<file path="src/rtl/capture_hold_channel.sv">
module capture_hold_channel #(
  parameter int TW = 16
) (
  input  logic          clk,
  input  logic          rst,
  input  logic [TW-1:0] tmr_cnt,
  input  logic          cap_stb,
  input  logic          lat_mod_zero,
  input  logic          lat_mod_wr0,
  input  logic          lat_sw,
  input  logic          rd_cap,
  input  logic          rd_hold,
  input  logic          latch_mode,
  input  logic          no_ovw,
  output logic [TW-1:0] cap_q,
  output logic [TW-1:0] hold_q,
  output logic          cap_full,
  output logic          hold_full
);

  logic [TW-1:0] cap_r, hold_r;
  logic          cap_f, hold_f;

  wire lat_any   = lat_mod_zero | lat_mod_wr0 | lat_sw;
  wire hold_room = !no_ovw || !hold_f || rd_hold;
  wire xfer_evt  = latch_mode ? lat_any : cap_stb;
  wire xfer      = cap_f && hold_room && xfer_evt;
  wire cap_room  = !no_ovw || !cap_f || rd_cap || xfer;
  wire cap_wr    = cap_stb && cap_room;

  always_ff @(posedge clk) begin
    if (rst) begin
      cap_r  <= '0;
      hold_r <= '0;
      cap_f  <= 1'b0;
      hold_f <= 1'b0;
    end else begin
      if (xfer)   hold_r <= cap_r;
      if (cap_wr) cap_r  <= tmr_cnt;
      hold_f <= xfer | (hold_f & ~rd_hold);
      cap_f  <= cap_wr | (cap_f & ~rd_cap & ~xfer);
    end
  end

  assign cap_q     = cap_r;
  assign hold_q    = hold_r;
  assign cap_full  = cap_f;
  assign hold_full = hold_f;

  a_r1_reset_clears: assert property (@(posedge clk)
    rst |=> (cap_q == '0 && hold_q == '0 && !cap_full && !hold_full));

  a_r2_capture_empty: assert property (@(posedge clk) disable iff (rst)
    (cap_stb && !cap_full) |=> (cap_full && cap_q == $past(tmr_cnt)));

  a_r4_protect_capture: assert property (@(posedge clk) disable iff (rst)
    (latch_mode && no_ovw && cap_full && !rd_cap && !lat_any)
      |=> ($stable(cap_q) && cap_full));

  a_r6_latch_moves: assert property (@(posedge clk) disable iff (rst)
    (latch_mode && lat_any && cap_full && (!no_ovw || !hold_full || rd_hold))
      |=> (hold_q == $past(cap_q) && hold_full));

  a_r9_queue_push: assert property (@(posedge clk) disable iff (rst)
    (!latch_mode && cap_stb && cap_full && (!no_ovw || !hold_full || rd_hold))
      |=> (hold_q == $past(cap_q) && cap_q == $past(tmr_cnt) && hold_full && cap_full));

  a_r10_queue_drop: assert property (@(posedge clk) disable iff (rst)
    (!latch_mode && no_ovw && cap_full && hold_full && !rd_cap && !rd_hold)
      |=> ($stable(cap_q) && $stable(hold_q)));

  a_r12_read_hold: assert property (@(posedge clk) disable iff (rst)
    (rd_hold && !lat_any && !cap_stb) |=> (!hold_full && $stable(hold_q)));

endmodule

</file>
<file path="config.mk">
export PLATFORM = sky130hd
export DESIGN_NAME = capture_hold_channel
export DESIGN_NICKNAME = d
export VERILOG_FILES = /design/src/rtl/capture_hold_channel.sv
export SDC_FILE = /design/constraint.sdc
export NUM_CORES = 1
export LEC_CHECK = 0
export ABC_CLOCK_PERIOD_IN_PS = 2070
export BUFFER_PORTS_ARGS = -buffer_cell sky130_fd_sc_hd__buf_4
export CORE_UTILIZATION = 51
export DETAILED_ROUTE_END_ITERATION = 16
export PLACE_DENSITY = 0.87
export SYNTH_ARGS = -nofsm -noshare
export SYNTH_HDL_FRONTEND = slang
export SYNTH_SLANG_ARGS = --single-unit
</file>
<file path="constraint.sdc">
create_clock -name clk -period 2.07 [get_ports clk]
set_input_delay 0.3105 -clock clk [delete_from_list [all_inputs] [get_ports clk]]
set_output_delay 0.3105 -clock clk [all_outputs]
set_load 0.005 [all_outputs]
</file>
==> results.md, run 1 <==
- Status: finished clean
- Critical setup path kind: flip-flop to flip-flop
- Routed via count: between 1000 and 1500
- Worst setup SP type: flip-flop
- R2r worst-path depth: 4
- Starting Density: 0.539
- Clk buf depth: 2
- Distinct cells, synth: 19
- Setup bufs post-CTS: 0
- Antenna Cells: 0
- Worst Skew: 0.00479 ns
- # port buffers: 59
- Final Util: 0.721
- Post-synth EDFFs: 0
- Synth top area share: 0.458
- Io pins: 60
- Pwr dens: roughly 660 nW/um2
- Root Buffer Master: clkbuf_4
- Cell Area, Synth: 1490 um2
- Avg Inst Size Synth: 9.79 um2
- CP cell instances: nor2b_1, a211oi_4, nand2_1, a21oi_1
- Die area: between 3000 and 4000 um2
- Slew headroom: 0.520
- DRC viols: 0
- Synth Net Count: 178
- Initial DRC count: 33
- Crit path time final: 1.50 ns
- Yosys warns: 0
- GRT Total Usage: 0.213
- Ys flop type: dfxtp_1
- Least-Margin Pin Slew: 0.718 ns
- Fin crit share: 0.724
- Hold Violations, Final: 0
- Top post-synthesis cells by count: dfxtp_1, nand2b_1, nand2_1
- Initial antenna violation count: 0
- Peak VDD IR: about 0.56 mV
- GR Overflow Total: 0
- Worst r2r src: hold_full
- Syn Inst Count: 152
- Cell family with most CP delay: compound AO/OA/AOI/OAI gates
- Post_cts resized: 0
- CP max stage cell: a211oi_4
- Setup_tns: 0 ns
- Worst setup startpoint: hold_full
- Leak: about 0.86 nW
- RSZ-0062 raised after global routing: no
- Core area: ~2800 um2
- Hold Path Class: input port to flip-flop
- Critical path endpoint category: flip-flop
- CP Max Fanout: 16
- PnR worst setup slack: 0.571 ns
- Setup violators final: 0
- Num Clock Sinks: 34
- # hold bufs at CTS: 0
- Yosys top cell by area: dfxtp_1
- H-tree levels: 2
- Reg2reg end: hold_q[12]
- First-pass DRT Iterations: 4
- Synth async-reset ratio: 0
- Critical Path Max Stage Delay: 0.66 ns
- Clk slew on worst S/H paths: 0.10 ns
- Worst EP required: 2.34 ns
- Critical Path Sink: hold_q[12]
- First-pass GRT wire length: 5.15 mm
- Worst-skew pair later-pin latency: 0.34 ns
- Fin. max-slew vios: 0
- Layout cell share with drive strength beyond 1: 0.413
- GPL Wtd Cong: 0.774
- Die Ht: 56.0 um
- Vias per cell: between 5 and 6
- Stages on worst setup path: 4
- Seq/Total Area, Yosys: 0.458
- Post-layout nets: around 240
- Bufs and invs on worst path: 0
- Yosys reg bits: 34
- R2R setup slack: 0.57 ns
- Largest net degree at the start of global routing: 51
- Post-DP HPWL: 2.42 mm
- Fmax: roughly 670 MHz
- Vias in the first global route: 1177
- Routed Wire Length: 3.27 mm
- CTS Buf Count: 5
- DP Worst Slack: 0.395 ns
- Syn-to-layout area delta: 33.6%
- CTS tree: built
- Max_cap viols: 0
- Count leader, synth: dfxtp_1
- Top cells by area, synth: dfxtp_1, nand2b_1, mux2i_1, nand2_1, a21oi_2
- Routed WL per cell: 13.4 um
- Critical path data arrival time: approximately 1.8 ns
- Final antenna-violating net count: 0
- Die Wd: 56.0 um
- FP Rows: 19
[layout by cell type, fill, tap and decap left out]
cell type and n:
mux2i_1 16, nand2_2 8, clkbuf_4 5, a2bb2oi_4 1, nor2_1 1, a21oi_1 10
nor2b_1 2, dfxtp_1 34, nor4b_4 1, o2bb2ai_2 1, a211o_1 1, clkbuf_1 1
buf_4 61, nand2b_1 33, clkbuf_8 1, a211oi_4 1, a21oi_2 8, o21ai_0 1
clkinv_2 1, nand2_1 26
[worst reg2reg max path: cells and delay by family (launching register included)]
family | cells | cell delay (ns)
flip-flops | 1 | 0.33
AO/OA/AOI/OAI | 2 | 0.81
AND/OR/NAND/NOR | 2 | 0.29
[worst min-delay path by stage]
stage / from / endpoint / cells past startpoint
after CTS: tmr_cnt[4] / cap_q[4] / 3
after floorplan: cap_stb / cap_full / 2
after global placement: hold_q[10] / hold_q[10] / 2
after detailed placement: hold_q[8] / hold_q[8] / 2
after global routing: tmr_cnt[5] / cap_q[5] / 3
final: tmr_cnt[4] / cap_q[4] / 3
[final cells by class]
type | count | area (um2)
clock buffers | 7 | 55.1
clock inverters | 1 | 5.00
fillers | 225 | 771
multi-input cells | 110 | 749
flip-flops and latches | 34 | 681
well taps | 31 | 38.8
repair buffers | 61 | 458
[where the power goes]
part / switching, mW / internal [mW]
sequential: 0.0256 / 0.689
clock: 0.221 / 0.165
combinational: 0.0965 / 0.123
[metrics by stage]
stage               power [mW]  hold WS (ns)  area, um2  std cells
floorplan                0.840         0.428       1490        152
global placement         0.939         0.443       1930        236
detailed placement       0.951         0.450       1930        236
CTS                       1.33         0.230       1990        244
global route              1.38         0.215       1990        244
finish                    1.32         0.232       1990        244
[metal layers]
metal	part of all wire	GRT usage	vias up
li1	-	-	621
met1	0.39	0.236	581
met2	0.55	0.378	35
met3	0.050	0.0674	8
met4	0.015	0.0801	0
met5	0	0	-
[sequential cells by signal, indices dropped and copies added, names as in the netlist]
signal     cells
hold_q        16
hold_full      1
cap_q         16
cap_full       1
[cell families (layout without fill, tap and decap cells)]
logic type      count (synthesis)  count (layout)  share of synthesized area
buf+inv                         8              69                     0.0387
mux                            16              16                      0.108
compound gates                 23              23                      0.131
simple gates                   71              71                      0.265
flops                          34              34                      0.458
No activity file was read; power rests on OpenSTA's default activity.
==> run 2, diff against run 1 <==
--- a/config.mk
+++ b/config.mk
@@ -5,11 +5,11 @@
 export SDC_FILE = /design/constraint.sdc
 export NUM_CORES = 1
 export LEC_CHECK = 0
-export ABC_CLOCK_PERIOD_IN_PS = 2070
+export ABC_CLOCK_PERIOD_IN_PS = 1400
 export BUFFER_PORTS_ARGS = -buffer_cell sky130_fd_sc_hd__buf_4
-export CORE_UTILIZATION = 51
+export CORE_UTILIZATION = 47
 export DETAILED_ROUTE_END_ITERATION = 16
-export PLACE_DENSITY = 0.87
+export PLACE_DENSITY = 0.81
 export SYNTH_ARGS = -nofsm -noshare
 export SYNTH_HDL_FRONTEND = slang
 export SYNTH_SLANG_ARGS = --single-unit
==> constraint.sdc (replaced) <==
create_clock -name clk -period 1.4 [get_ports clk]
set_input_delay 0.21 -clock clk [delete_from_list [all_inputs] [get_ports clk]]
set_output_delay 0.21 -clock clk [all_outputs]
set_load 0.005 [all_outputs]
==> results.md, run 2 (same netlist as run 1, synthesis figures left out) <==
- Final antenna-violating net count: 0 (unchanged)
- Worst setup SP type: flip-flop
- Critical path data arrival time: 1.52 ns (-0.24 ns)
- # fillers: 236 (+4.9%)
- Die area: 3390 um2 (+8.2%)
- FP Rows: 20 (+1)
- Antenna Cells: 0 (unchanged)
- Overall power: 2.30 mW (+74%)
- GRT Total Usage: 0.204 (-0.00902)
- Peak VDD IR: 0.538 mV (-4.0%)
- Leak: 0.919 nW (+6.5%)
- CTS Buf Count: 5 (unchanged)
- Bufs and invs on worst path: 1 (+1)
- Layout cell share with drive strength beyond 1: 0.433 (+0.0200)
- Post-route cell area: 2120 um2 (+6.7%)
- Slew headroom: 0.712 (+0.193)
- Setup_tns: 0 ns (unchanged)
- PnR worst setup slack: 0.104 ns (-0.467 ns)
- CP cell instances: nor2b_2, a211o_1, buf_12, a21oi_1, nor2_1
- RSZ-0062 raised after global routing: yes
- Critical Path Max Stage Delay: 0.33 ns (-0.33 ns)
- # port buffers: 59 (unchanged)
- Worst Skew: 0.00736 ns (+0.00257 ns)
- GR Overflow Total: 0 (unchanged)
- Post-route insts no fill: 261 (+7.0%)
- Core area: 3030 um2 (+9.8%)
- Clk slew on worst S/H paths: 0.11 ns (about the same)
- First-pass DRT Iterations: 10 (+6)
- Starting Density: 0.491 (-0.0482)
- CTS tree: built
- DP Worst Slack: -0.184 ns (-0.579 ns)
- Num Clock Sinks: 34 (unchanged)
- Fmax: 772 MHz (+16%)
- Most frequent cells in the layout: buf_4, dfxtp_1, nand2b_1
- Hold Path Class: input port to flip-flop
- Fin. max-slew vios: 0 (unchanged)
- Worst-skew pair later-pin latency: 0.33 ns (about the same)
- Setup violators final: 0 (unchanged)
- Worst EP required: 1.62 ns (-0.72 ns)
- Pwr dens: 1090 nW/um2 (+64%)
- Post-layout nets: 242 (+1.7%)
- Die Wd: 58.3 um (+4.0%)
- Post-DP Area: 1980 um2 (+2.5%)
- H-tree levels: 2 (unchanged)
- Io pins: 60 (unchanged)
- First-pass GRT wire length: 5.09 mm (-1.3%)
- Routed via count: 1202 (-3.5%)
- Vias in the first global route: 1181 (+0.34%)
- Max_cap viols: 0 (unchanged)
- Initial DRC count: 35 (+6.1%)
- GPL Wtd Cong: 0.730 (-5.7%)
- Cell family with most CP delay: compound AO/OA/AOI/OAI gates
- CP Max Fanout: 18 (+2)
- Critical setup path kind: flip-flop to flip-flop
- Hold Violations, Final: 0 (unchanged)
- Critical path endpoint category: flip-flop
- Root Buffer Master: clkbuf_4
- Die Ht: 58.3 um (+4.0%)
- Vias per cell: 4.61 (-9.7%)
- Largest net degree at the start of global routing: 51 (unchanged)
- Crit path time final: 1.30 ns (-0.203 ns)
- # hold bufs at CTS: 0 (unchanged)
- Routed WL per cell: 12.4 um (-7.7%)
- Fin crit share: 0.925 (+0.201)
- Clk buf depth: 2 (unchanged)
- Placed insts: 250 (+5.9%)
- Post-DP HPWL: 2.33 mm (-3.7%)
- Status: finished clean
- Commonest non-fill, non-tap cell in the layout: buf_4
- CP max stage cell: dfxtp_1
- Initial antenna violation count: 0 (unchanged)
- Syn-to-layout area delta: 42.5%
- DRC viols: 0 (unchanged)
- Routed Wire Length: 3.23 mm (-1.3%)
- Least-Margin Pin Slew: 0.431 ns (-0.287 ns)
run 2: changes by cell type in the layout (fill, tap and decap cells not counted), sizes merged:
cell / change
clkbuf: -2
bufinv: +2
buf: +4
run 2: layout make-up:
cell class,count,area (um2),share of cell area
multi-input combinational,110,752,0.355
sequential,34,681,0.321
timing repair buffer,65,526,0.248
clock inverter,3,68.8,0.0325
tap,44,55.1,0.0260
clock buffer,5,37.5,0.0177
run 2: timing repair:
action | CTS | global route
pin swaps | 1 | 1
setup endpoints to repair | 16 | 11
setup buffers | 2 | 1
gates resized for setup | 0 | 2
hold endpoints to repair | 0 | 0
run 2: final timing paths:
kind | endpoint | startpoint | cells after the start | slack, ns
hold / removal | cap_q[13] | tmr_cnt[13] | 3 | 0.13
setup reg to reg | cap_full | hold_full | 5 | 0.10
hold reg to reg | hold_q[10] | hold_q[10] | 2 | 0.46
setup / recovery | cap_full | hold_full | 5 | 0.10
run 2: worst min-delay path, stage by stage:
cell,delay [ns]
buf_4,0.11
nand2b_1,0.05
mux2i_1,0.06
run 2: through the flow:
step	hold slack, ns	utilization
floorplan	0.327	-
global placement	0.444	0.652
detailed placement	0.449	0.652
CTS	0.113	0.693
global route	0.115	0.700
finish	0.132	0.700
run 2: power breakdown:
part / internal (mW) / total [mW] / switching [mW]
Sequential: 1.02 / 1.06 / 0.0387
Clock: 0.558 / 0.893 / 0.335
Combinational: 0.205 / 0.350 / 0.145
Total: 1.78 / 2.30 / 0.518
run 2: routing by layer:
metal,vias to the layer above,share of wire,wire (um),track usage
li1,627,-,-,-
met5,-,0,0,0
met2,30,0.54,1730,0.383
met4,0,0.0050,16,0.0816
met3,2,0.042,135,0.0625
met1,543,0.42,1340,0.209
==> run 3, diff against run 2 <==
--- a/config.mk
+++ b/config.mk
@@ -7,9 +7,11 @@
 export LEC_CHECK = 0
 export ABC_CLOCK_PERIOD_IN_PS = 1400
 export BUFFER_PORTS_ARGS = -buffer_cell sky130_fd_sc_hd__buf_4
-export CORE_UTILIZATION = 47
+export CELL_PAD_IN_SITES_DETAIL_PLACEMENT = 1
+export CELL_PAD_IN_SITES_GLOBAL_PLACEMENT = 2
+export CORE_UTILIZATION = 27
 export DETAILED_ROUTE_END_ITERATION = 16
-export PLACE_DENSITY = 0.81
+export PLACE_DENSITY = 0.8
 export SYNTH_ARGS = -nofsm -noshare
 export SYNTH_HDL_FRONTEND = slang
 export SYNTH_SLANG_ARGS = --single-unit
==> results.md, run 3 (same netlist as run 1, synthesis figures left out) <==
- Antenna Cells: 0 (unchanged)
- Num Clock Sinks: 34 (unchanged)
- Slew headroom: 0.697 (-0.0158)
- Hold slack: 0.191 ns (+0.0593 ns)
- Critical path endpoint category: flip-flop
- Worst Skew: 0.00613 ns (-0.00123 ns)
- Post-layout nets: 243 (+0.41%)
- Peak VDD IR: 0.507 mV (-5.7%)
- FP Rows: 26 (+30%)
- Net load switching power: 532 uW (+2.7%)
- Pwr dens: 1140 nW/um2 (+4.8%)
- First-pass DRT Iterations: 2 (-8)
- Routed WL per cell: 12.4 um (+0.12%)
- Least-Margin Pin Slew: 0.455 ns (+0.0237 ns)
- Largest net degree at the start of global routing: 51 (unchanged)
- Clock power frac: 0.439 (+0.051)
- CTS tree: built
- CP max stage cell: a211o_1
- Overall power: 2.52 mW (+9.4%)
- CTS Buf Count: 5 (unchanged)
- Setup violators final: 0 (unchanged)
- Worst r2r src: hold_full
- GPL Wtd Cong: 0.639 (-12%)
- Initial antenna violation count: 0 (unchanged)
- Starting Density: 0.286 (-0.206)
- Hold Violations, Final: 0 (unchanged)
- Critical setup path kind: flip-flop to flip-flop
- Core area: 5200 um2 (+72%)
- # hold bufs at CTS: 0 (unchanged)
- Leak: 0.942 nW (+2.5%)
- GR Overflow Total: 0 (unchanged)
- H-tree levels: 2 (unchanged)
- Final antenna-violating net count: 0 (unchanged)
- RSZ-0062 raised after global routing: no
- Worst setup startpoint: hold_full
- Initial DRC count: 35 (unchanged)
- Critical Path Max Stage Delay: 0.33 ns (about the same)
- Clk buf depth: 2 (unchanged)
- Vias in the first global route: 1297 (+9.8%)
- # port buffers: 59 (unchanged)
- Max_cap viols: 0 (unchanged)
- HP Start: tmr_cnt[14]
- Worst setup SP type: flip-flop
- # fillers: 626 (+170%)
- Seq pwr share: 0.420 (-0.040)
- Layout cell share with drive strength beyond 1: 0.445 (+0.0118)
- Comb pwr share: 0.141 (-0.011)
- Status: finished clean
- Routed Wire Length: 3.57 mm (+10%)
- Most frequent cells in the layout: buf_4, dfxtp_1, nand2b_1
- Die area: 5810 um2 (+71%)
- CP cell instances: nor2b_2, a211o_1, buf_12, a21oi_1, nor2_1
- CP Max Fanout: 18 (unchanged)
- Fin crit share: 0.921 (-0.00463)
- Post-DP HPWL: 2.52 mm (+8.5%)
- Die Ht: 76.2 um (+31%)
- Worst EP required: 1.56 ns (-0.06 ns)
- Internal power: 1.99 mW (+11%)
- Root Buffer Master: clkbuf_8
- Hold Path Class: input port to flip-flop
- GRT Total Usage: 0.136 (-0.0682)
- Vias per cell: 4.29 (-6.8%)
- Critical path data arrival time: 1.45 ns (-0.07 ns)
- Die Wd: 76.2 um (+31%)
- Syn-to-layout area delta: 48.8%
- Fin. max-slew vios: 0 (unchanged)
- Worst-skew pair later-pin latency: 0.28 ns (-0.05 ns)
- R2R setup slack: 0.11 ns (about the same)
- Clk slew on worst S/H paths: 0.07 ns (-0.04 ns)
- Io pins: 60 (unchanged)
- Switching Fraction: 0.211 (-0.0139)
- Routed via count: 1236 (+2.8%)
- Setup_tns: 0 ns (unchanged)
- Fmax: 776 MHz (+0.50%)
- DRC viols: 0 (unchanged)
- Crit path time final: 1.29 ns (-0.00648 ns)
- First-pass GRT wire length: 6.27 mm (+23%)
- Commonest non-fill, non-tap cell in the layout: buf_4
run 3: cell count changes in the layout (fill, tap and decap cells not counted), sizes merged:
cell / change
clkbuf: +1
clkinv: -1
buf: +1
run 3: what timing repair did:
item | 4_1_cts | 5_1_grt
gates resized for setup | 1 | 3
setup buffers | 1 | 0
endpoints found under the setup margin | 17 | 9
endpoints found under the hold margin | 0 | 0
pin swaps | 1 | 0
run 3: worst paths after layout:
kind                 to  cells past startpoint
max            cap_full                      5
min           cap_q[14]                      3
max reg2reg    cap_full                      5
min reg2reg  hold_q[12]                      2
run 3: routing by layer:
metal,up-vias,global-route usage,wire length [um],share of wire
met5,-,0,0,0
met4,0,0.0519,52,0.015
met3,4,0.0431,165,0.046
met2,28,0.225,1790,0.50
met1,581,0.163,1560,0.44
li1,623,-,-,-
run 3: stage by stage:
stage,util,instance area (um2),setup WS [ns],cells
floorplan,-,1490,0.0769,152
global placement,0.390,2030,-0.0779,279
detailed placement,0.390,2030,-0.163,279
CTS,0.424,2210,0.0213,288
global route,0.425,2210,0.0125,288
finish,0.425,2210,0.111,288
run 3: area by class of cell:
type	count	area, um2	area share
multi-input cells	110	769	0.348
clock inverters	2	60.1	0.0271
repair buffers	66	533	0.241
flip-flops and latches	34	681	0.308
clock buffers	6	82.6	0.0373
well taps	70	87.6	0.0396
run 3: worst max-delay path: cells and delay by family (launching register included):
family,cells,cell delay (ns)
and+or+nand+nor,2,0.22
DFF,1,0.32
AOI/OAI and AO/OA,2,0.46
buffers and inverters,1,0.17
run 3: power by group through the flow:
stage | combinational (mW) | sequential, mW | clock, mW
floorplan | 0.164 | 1.08 | 0
global placement | 0.344 | 1.08 | 0
detailed placement | 0.349 | 1.08 | 0
CTS | 0.362 | 1.06 | 1.15
global route | 0.391 | 1.07 | 1.19
finish | 0.355 | 1.06 | 1.11
